## src/rtl/bsel_pkg.sv

```systemverilog
package bsel_pkg;

   localparam int NOSC   = 3;
   localparam int NBIAS  = 4;
   localparam int NPERM  = 24;
   localparam int BIAS_W = 2;
   localparam int IDX_W  = 5;

   typedef logic [BIAS_W-1:0] bias_t;

   // packed so that oscillator n lands at bits [2n+1:2n]
   typedef struct packed {
      bias_t b2;
      bias_t b1;
      bias_t b0;
   } perm_t;

   localparam perm_t START_CODE = '{b2: 2'd2, b1: 2'd1, b0: 2'd0};

   // Lexicographic rank -> assignment of three distinct biases
   function automatic perm_t perm_decode(input logic [IDX_W-1:0] idx);
      perm_t p;
      int    i;
      int    r;
      int    k;
      i    = int'(idx);
      p.b0 = bias_t'(i / 6);
      p.b1 = '0;
      p.b2 = '0;
      r    = i % 6;
      k    = 0;
      for (int v = 0; v < NBIAS; v++) begin
         if (v != int'(p.b0)) begin
            if (k == r / 2) p.b1 = bias_t'(v);
            k++;
         end
      end
      k = 0;
      for (int v = 0; v < NBIAS; v++) begin
         if (v != int'(p.b0) && v != int'(p.b1)) begin
            if (k == r % 2) p.b2 = bias_t'(v);
            k++;
         end
      end
      return p;
   endfunction

endpackage

```

## src/rtl/bsel_table.sv

```systemverilog
module bsel_table
   import bsel_pkg::*;
#(
   parameter int SCORE_W = 32
) (
   input  logic                              clk,
   input  logic                              rst_n,
   input  logic                              wr_en,
   input  logic [1:0]                        wr_osc,
   input  logic [BIAS_W-1:0]                 wr_bias,
   input  logic [SCORE_W-1:0]                wr_score,
   input  perm_t                             sel,
   output logic [NOSC-1:0][SCORE_W-1:0]      rd
);

   logic [NOSC-1:0][BIAS_W-1:0] sel_v;
   assign sel_v = sel;

   for (genvar g = 0; g < NOSC; g++) begin : g_row
      logic [NBIAS-1:0][SCORE_W-1:0] row;

      always_ff @(posedge clk) begin
         if (!rst_n) begin
            row <= '0;
         end else if (wr_en && wr_osc == 2'(g)) begin
            row[wr_bias] <= wr_score;
         end
      end

      assign rd[g] = row[sel_v[g]];
   end

endmodule

```

## src/rtl/bsel_search.sv

```systemverilog
module bsel_search
   import bsel_pkg::*;
#(
   parameter int          SCORE_W     = 32,
   parameter int          TOT_W       = SCORE_W + 2,
   parameter logic [63:0] PASS_THRESH = 64'd150000000
) (
   input  logic                          clk,
   input  logic                          rst_n,
   input  logic                          start,
   input  logic [NOSC-1:0][SCORE_W-1:0]  cand,
   output perm_t                         perm,
   output logic                          busy,
   output logic                          done,
   output logic [TOT_W-1:0]              best_total,
   output logic [NOSC-1:0][SCORE_W-1:0]  best_cells,
   output perm_t                         best_code,
   output logic                          low_entropy
);

   localparam logic [IDX_W-1:0] LAST_IDX = IDX_W'(NPERM - 1);

   logic [IDX_W-1:0] idx;
   logic [TOT_W-1:0] cand_total;
   logic [TOT_W-1:0] final_total;
   logic             better;
   logic             last;

   assign perm        = perm_decode(idx);
   assign cand_total  = TOT_W'(cand[0]) + TOT_W'(cand[1]) + TOT_W'(cand[2]);
   assign better      = cand_total > best_total;
   assign last        = idx == LAST_IDX;
   assign final_total = better ? cand_total : best_total;

   always_ff @(posedge clk) begin
      if (!rst_n) begin
         busy        <= 1'b0;
         done        <= 1'b0;
         idx         <= '0;
         best_total  <= '0;
         best_cells  <= '0;
         best_code   <= START_CODE;
         low_entropy <= 1'b0;
      end else begin
         done <= 1'b0;
         if (!busy && start) begin
            busy       <= 1'b1;
            idx        <= '0;
            best_total <= '0;
            best_cells <= '0;
            best_code  <= START_CODE;
         end else if (busy) begin
            if (better) begin
               best_total <= cand_total;
               best_cells <= cand;
               best_code  <= perm;
            end
            if (last) begin
               busy        <= 1'b0;
               done        <= 1'b1;
               low_entropy <= 64'(final_total) < PASS_THRESH;
            end else begin
               idx <= idx + 1'b1;
            end
         end
      end
   end

endmodule

```

## src/rtl/bsel_ctlgen.sv

```systemverilog
module bsel_ctlgen
   import bsel_pkg::*;
#(
   parameter int CNT_W      = 16,
   parameter int ANLG_W     = 2,
   parameter int ACC_CYCLES = 1024,
   parameter int NO_ANALOG  = 3
) (
   input  perm_t                                   code,
   output logic [4*(CNT_W+ANLG_W+6)-1:0]           words
);

   localparam int CTL_W = CNT_W + ANLG_W + 6;

   logic [NOSC-1:0][BIAS_W-1:0] code_v;
   assign code_v = code;

   for (genvar n = 0; n <= NOSC; n++) begin : g_word
      logic [BIAS_W-1:0] bias_f;
      logic [NOSC-1:0]   sel_f;

      if (n < NOSC) begin : g_cell
         assign bias_f = code_v[n];
         assign sel_f  = NOSC'(1 << n);
      end else begin : g_all
         assign bias_f = '0;
         assign sel_f  = '1;
      end

      assign words[n*CTL_W +: CTL_W] =
         {CNT_W'(ACC_CYCLES), ANLG_W'(NO_ANALOG), 1'b1, sel_f, bias_f};
   end

endmodule

```

## src/rtl/osc_bias_selector.sv

```systemverilog
module osc_bias_selector
   import bsel_pkg::*;
#(
   parameter int          SCORE_W     = 32,
   parameter logic [63:0] PASS_THRESH = 64'd150000000,
   parameter int          CNT_W       = 16,
   parameter int          ANLG_W      = 2,
   parameter int          ACC_CYCLES  = 1024,
   parameter int          NO_ANALOG   = 3
) (
   input  logic                               clk,
   input  logic                               rst_n,
   input  logic                               wr_en,
   input  logic [1:0]                         wr_osc,
   input  logic [1:0]                         wr_bias,
   input  logic [SCORE_W-1:0]                 wr_score,
   input  logic                               start,
   output logic                               busy,
   output logic                               done,
   output logic [SCORE_W+1:0]                 best_total,
   output logic [3*SCORE_W-1:0]               cell_scores,
   output logic [5:0]                         bias_code,
   output logic                               low_entropy,
   output logic [4*(CNT_W+ANLG_W+6)-1:0]      ctl_words
);

   localparam int TOT_W = SCORE_W + 2;

   if (SCORE_W < 8 || SCORE_W > 60) begin : g_bad_width
      $error("osc_bias_selector: SCORE_W out of range 8..60");
   end
   if ((PASS_THRESH >> TOT_W) != 64'd0) begin : g_bad_thresh
      $error("osc_bias_selector: PASS_THRESH does not fit the total width");
   end
   if (ACC_CYCLES < 0 || ACC_CYCLES >= (1 << CNT_W)) begin : g_bad_count
      $error("osc_bias_selector: ACC_CYCLES does not fit CNT_W");
   end
   if (NO_ANALOG < 0 || NO_ANALOG >= (1 << ANLG_W)) begin : g_bad_analog
      $error("osc_bias_selector: NO_ANALOG does not fit ANLG_W");
   end

   perm_t                        perm;
   perm_t                        code;
   logic [NOSC-1:0][SCORE_W-1:0] cand;
   logic [NOSC-1:0][SCORE_W-1:0] cells;
   logic                         busy_i;

   bsel_table #(.SCORE_W(SCORE_W)) u_table (
      .clk      (clk),
      .rst_n    (rst_n),
      .wr_en    (wr_en && !busy_i),
      .wr_osc   (wr_osc),
      .wr_bias  (wr_bias),
      .wr_score (wr_score),
      .sel      (perm),
      .rd       (cand)
   );

   bsel_search #(
      .SCORE_W     (SCORE_W),
      .TOT_W       (TOT_W),
      .PASS_THRESH (PASS_THRESH)
   ) u_search (
      .clk         (clk),
      .rst_n       (rst_n),
      .start       (start),
      .cand        (cand),
      .perm        (perm),
      .busy        (busy_i),
      .done        (done),
      .best_total  (best_total),
      .best_cells  (cells),
      .best_code   (code),
      .low_entropy (low_entropy)
   );

   bsel_ctlgen #(
      .CNT_W      (CNT_W),
      .ANLG_W     (ANLG_W),
      .ACC_CYCLES (ACC_CYCLES),
      .NO_ANALOG  (NO_ANALOG)
   ) u_ctlgen (
      .code  (code),
      .words (ctl_words)
   );

   assign busy        = busy_i;
   assign bias_code   = code;
   assign cell_scores = cells;

endmodule

```

## config.mk

```make
export PLATFORM = sky130hd
export DESIGN_NAME = osc_bias_selector
export DESIGN_NICKNAME = d
export VERILOG_FILES = /design/src/rtl/bsel_pkg.sv /design/src/rtl/bsel_table.sv /design/src/rtl/bsel_search.sv /design/src/rtl/bsel_ctlgen.sv /design/src/rtl/osc_bias_selector.sv
export SDC_FILE = /design/constraint.sdc
export NUM_CORES = 1
export LEC_CHECK = 0
export BUFFER_PORTS_ARGS = -buffer_cell sky130_fd_sc_hd__buf_2
export CORE_ASPECT_RATIO = 0.9
export CORE_MARGIN = 2
export CORE_UTILIZATION = 56
export DETAILED_ROUTE_END_ITERATION = 12
export PLACE_DENSITY = 0.82
export SYNTH_ARGS = -nofsm -noshare
export SYNTH_HDL_FRONTEND = slang
export SYNTH_HIERARCHICAL = 1
export SYNTH_SLANG_ARGS = --single-unit
```

## constraint.sdc

```tcl
create_clock -name clk -period 18.5 [get_ports clk]
set_clock_uncertainty 0.05 [all_clocks]
set_input_delay 0.925 -clock clk [delete_from_list [all_inputs] [get_ports clk]]
set_output_delay 0.925 -clock clk [all_outputs]
set_load 0.03 [all_outputs]
```

# After elaboration in Yosys (flattened, before gate mapping)

Cells that the tools add are included.

Add/sub/neg operators: 8
Div/mod/pow operators: 2
Bitwise operators: 5
Reduce and logical (&&, ||, !) cells: 19
Muxes and demuxes: 34
Magnitude comparators: 7
Eq/ne operators: 15

Operator list:

| kind                  | number |
|---|---|
| $bwmux 128            | 3 |
| $mux 32               | 8 |
| $bmux 32 s2           | 3 |
| $add 32x2->32 const B | 2 |
| $demux 32 s2          | 1 |
| $eq 32x2->1           | 2 |
| $eq 32x32->1          | 2 |
| $add 34x32->34        | 1 |
| $gt 34x34->1          | 1 |
| $lt 34x28->1 const B  | 1 |
| $mux 34               | 1 |
| $add 32x32->33        | 1 |
| $add 32x1->32         | 1 |
| $div 6x4->32 const B  | 1 |
| $eq 2x32->1           | 1 |
| $mod 6x4->32 const B  | 1 |
| $mux 2                | 10 |
| $lt 2x3->1 const B    | 4 |
| $logic_and 1x1->1     | 10 |
| $mux 1                | 8 |
| $ne 2x2->1 const A    | 4 |
| $add 5x1->5 const B   | 1 |
| $eq 5x5->1 const B    | 1 |
| $add 1x1->2 const B   | 2 |
| other kinds (14)      | 20 |

Flip-flop bits (word level): 528
Word-level logic and storage cells: 113
Input port bits: 40

# Longest topological paths before layout

Depth after elaboration: 26
Depth in mapped cells: 50
Gate-level depth less buffers: 46

# Cells and area by module

The synthesis kept the hierarchy.

Modules (own cells, without submodules):

| module            | instances | cells an instance | area each (um^2) | sequential area each (um^2) |
|---|---|---|---|---|
| bsel_table        | 1         | 1441              | 16006.6          | 7687.4 |
| bsel_search       | 1         | 1213              | 9361.5           | 2882.8 |
| bsel_ctlgen       | 1         | 98                | 728.2            | 0.0 |
| osc_bias_selector | 1         | 1                 | 13.8             | 0.0 |

# Worst setup path before layout

Ideal clock, no wire load.

Path kind: register to register
From: reg u_search.idx[3]
To: reg u_search.best_total[0]
Buffers on the path: 6
Data required time: 18380 ps
Stages on the path, launching flop included: 50
Path slack: 7701 ps
Data arrival time: 10679 ps
Clock period less this slack: 10799 ps
Library setup time: 70 ps
Cell sequence: dfxtp_1 -> buf_2 -> clkbuf_1 -> ha_1 -> and4b_1 -> o21a_1 -> o21bai_1 -> ha_1 -> or3_1 -> nor2_1 -> ha_1 -> ha_1 -> o211ai_1 -> or3_1 -> a31oi_2 -> o221ai_1 -> nor2_1 -> a21o_1 -> [... 14 more ...] -> o31ai_1 -> o31ai_1 -> o21a_1 -> o21bai_1 -> xnor2_1 -> inv_1 -> ha_1 -> a21o_1 -> nand3_1 -> a21oi_1 -> a211oi_1 -> o211ai_1 -> o211ai_1 -> or2_2 -> clkbuf_1 -> clkbuf_1 -> nand2_1 -> a21oi_1

RTL lines:

| item                   | line              | RTL |
|---|---|---|
| from (decl)            | bsel_search.sv:23 | `logic [IDX_W-1:0] idx;` |
| from (signal assigned) | bsel_search.sv:63 | `idx <= idx + 1'b1;` |
| to (signal assigned)   | bsel_search.sv:54 | `best_total <= cand_total;` |
| to (decl)              | bsel_search.sv:15 | `output logic [TOT_W-1:0] best_total,` |

==> metrics.sh <==
OUTCOME='complete, no violations'
HOLD_VIOL_FINAL=0
CRITICAL-PATH-SLOWEST-CELL='buf_4'
CTS-ROOT-TO-SINK-BUFFERS=3
VIAS_PER_CELL=5.94
PATH_MAX_FANOUT=99
FINALSETUPVIOLCOUNT=0
TIMING.CRITICAL_PATH.SLOWEST_CELL_DELAY_PS=930
STARTPOINT_TYPE='register'
CTS.SINKS=528
ROUTE.FINAL.WIRE_LENGTH_MICRONS=73500
POWER_DENSITY_nW_PER_UM2=89.1
GRT_SETUP_UNREPAIRED='no'
HOLD_CRIT_PATH_TYPE='register to register'
ANTENNA_FOUND_INITIAL=0
GRTUSAGETOTAL_PCT=29.7
WORST_SLEW_MARGIN_REL_PCT=20.7
N_ANTENNA_CELL=0
POWER.STATIC_LEAKAGE_nW=12.4
TIMING.CRITICAL_PATH.REQUIRED_PS=18970
SYNTHCELLS=2753
POSTCTSSETUPREPAIRBUFS=0
POSTLAYOUTSETUPSLACKWORST_PS=4670
CRIT_SHARE_POST_ROUTE_PCT=74.8
FINAL_MAX_SLEW_VIOL_COUNT=0
NUM-NETS-FINAL=2951
TIMING.CRITICAL_PATH.TO_TYPE='register'
NUM_ROWS=75
PLACER_S_FINAL_ROUTABILITY_CONGESTION_ESTIMATE=0.937
ROUTED-VIA-COUNT=20551
WL_PER_CELL_MICRONS=21.2
PIN_COUNT_OF_THE_BIGGEST_NET_ENTERING_GLOBAL_ROUTING=160
FLOORPLAN.INITIALDENSITY_PCT=56.3
NETLIST_AREA_SQ_UM=26100
FINAL.MIN_CLOCK_PERIOD_PS=13830
DIE-AREA_SQ_UM=48400
CONGESTION_OVERFLOW_GR=0
CRITICAL_PATH_CLASS='register to register'
DRT_FIRST_PASS_ITERS=5
AREAGROWTHSYNTHTOFINISH_PCT=9.72
HTREE_LEVELS=2
YOSYS_REGISTER_BITS=528
CTS_BUFFER_COUNT=52
TIMING_WORST_SLEW_PIN_VALUE_PS=1190
DIE-HEIGHT_MICRONS=209
CTS-RESIZED-GATES=0
ANT_NETS=0
DRC_ERRORS=0
SYNTH_EDF_COUNT=0
DOMINANTREGCELLSYNTH='dfxtp_1'
YOSYSTOPAREACELL='dfxtp_1'
POST_CTS_HOLD_BUFFER_COUNT=0
IO_BUFFER_COUNT=184
SYNTH.TOP_CELL.AREA_SHARE_PCT=40.5
CPMOSTUSEDCELL='ha_1'
FINALHOLDWORSTSLACK_PS=402
FP.COREAREA_SQ_UM=46400
PATH_CLK_SLEW_PS=70
AVERAGE_CELL_AREA_AFTER_SYNTHESIS_SQ_UM=9.48
UNIQUE_MASTERS_POST_SYNTH=76
ACHIEVABLE-FREQUENCY_GHz=0.0723
WORST_SKEW_PAIR.LATE_LATENCY_PS=620
PIN_COUNT=275
DP_HPWL_MICRONS=49400
ASYNC_RESET_FF_SHARE_PCT=0
FINALSETUPTNS_PS=0
SYNTH_SEQUENTIAL_AREA_RATIO_PCT=40.5
PATH_DELAY_FAMILY='compound AO/OA/AOI/OAI gates'
GRT_PASS1_VIAS=20029
CTS_ROOT_BUFFER='clkbuf_16'
CAP_VIOL_MAX_COUNT=0
SYNTH_WARNINGS=6
WORST-PATH-BUF-INV=4
VDD.IR_DROP.WORST_mV=0.0692
PLACE_WS_PS=4990
SYNTH_TOP_CELLS_BY_AREA='dfxtp_1 40%, mux2i_1 15%, nand2_1 10%'
FLOORPLAN.DIE.WIDTH_MICRONS=232
DR.FIRST_ITER.DRC_COUNT=1933
GRT_FIRST_PASS_WIRELENGTH_MICRONS=113000
TRITONCTS='built'
WORSTPATHARRIVAL_PS=14300
LAYOUT-DRIVE-GT1-SHARE_PCT=15.1
[where the power goes]
group          internal (mW)  total [mW]  switching, mW
sequential              1.15        1.16        0.00932
combinational         0.0584       0.257          0.198
clock                  0.669        1.14          0.470
total                   1.88        2.55          0.678
[metrics by stage]
stage / util (%) / instance area (sq um) / power [mW] / std cells
floorplan: - / 26400 / 1.39 / 2841
global placement: 57.9 / 26800 / 1.43 / 3367
detailed placement: 57.9 / 26800 / 1.44 / 3367
CTS: 61.8 / 28600 / 2.56 / 3462
global route: 61.8 / 28600 / 2.63 / 3462
finish: 61.8 / 28600 / 2.55 / 3462
[cells in the mapped netlist, types with 5 or more instances]
library cell and number:
o21ai_0 32, mux4_2 96, nor2b_1 6, and2_1 9, nand3_1 23, a21o_1 16, o31ai_1 6, inv_1 58
a21oi_1 178, a211oi_1 17, o21bai_1 10, buf_4 104, nand4_1 16, buf_1 6, buf_2 42, mux2i_1 387
a211o_1 5, nor3_1 17, or2_2 5, ha_1 73, or3_1 6, fa_1 33, dfxtp_1 528, clkbuf_1 145
nand2_1 718, nand2b_1 8, a311oi_1 5, a31oi_1 8, and3_1 6, nor2_1 57, o211ai_1 11, xor2_1 9
xnor2_1 22, o21a_1 13
[registers in the layout, indices dropped and copies added, names as in the netlist]
name,count
u_search/best_cells,96
u_search/done,1
u_search/best_total,34
u_search/idx,5
u_search/best_code,6
u_search/busy,1
u_search/low_entropy,1
u_table/g_row.row,384
[final timing paths]
path | start | to | slack, ps | cells past startpoint
worst max-delay path | u_search/idx[4] | u_search/best_cells[29] | 4670 | 46
worst max register to register | u_search/idx[4] | u_search/best_cells[29] | 4670 | 46
worst min register to register | u_search/best_cells[21] | u_search/best_cells[21] | 400 | 2
worst min-delay path | u_search/best_cells[21] | u_search/best_cells[21] | 400 | 2
[tightest hold or removal path, cell delays in order (launching register included)]
cell and delay [ps]:
dfxtp_1 310, nand2_1 50, a21oi_1 50
[layout make-up]
| class | count | area [sq um] |
|---|---|---|
| clock buffers | 64 | 1410 |
| multi-input cells | 1953 | 14100 |
| well taps | 616 | 771 |
| inverters | 60 | 225 |
| repair buffers | 210 | 1130 |
| fillers | 3714 | 17700 |
| flip-flops and latches | 528 | 10600 |
| clock inverters | 31 | 422 |
[placed cells by master (no fill, tap or decap), types with 8 or more instances in the layout]
cell,count
mux2i_1,387
o21bai_1,10
and2_1,9
nand3_1,21
clkbuf_16,52
ha_1,73
fa_1,33
o21ai_0,32
nand2b_1,8
bufinv_16,9
o21a_1,13
mux4_2,96
dfxtp_1,528
o211ai_1,11
nand4_1,16
clkinv_2,15
a31oi_1,8
a21o_1,14
buf_4,26
xor2_1,9
a21oi_1,178
inv_1,58
nand2_1,715
buf_2,183
nor3_1,17
conb_1,90
xnor2_1,22
a211oi_1,17
nor2_1,53
[routing by layer]
metal	up-vias	routed length [microns]	global-route usage, %
met2	885	33400	45.8
met5	-	0	0
li1	9370	-	-
met1	10157	32000	42.2
met3	139	5810	4.19
met4	0	2330	11.5
[cell families (layout without fill, tap and decap cells)]
kind of cell               Yosys count  after routing  synth area share [%]
buffers and inverters              360            365                  6.96
adders and majority gates          108            108                  6.11
muxes                              483            483                  23.1
AOI/OAI and AO/OA                  345            345                  8.19
xor gates and xnor gates            31             31                  1.04
other                                2             90                0.0288
DFF                                528            528                  40.5
and+or+nand+nor                    896            896                  14.1
No activity file was read; power rests on OpenSTA's default activity.
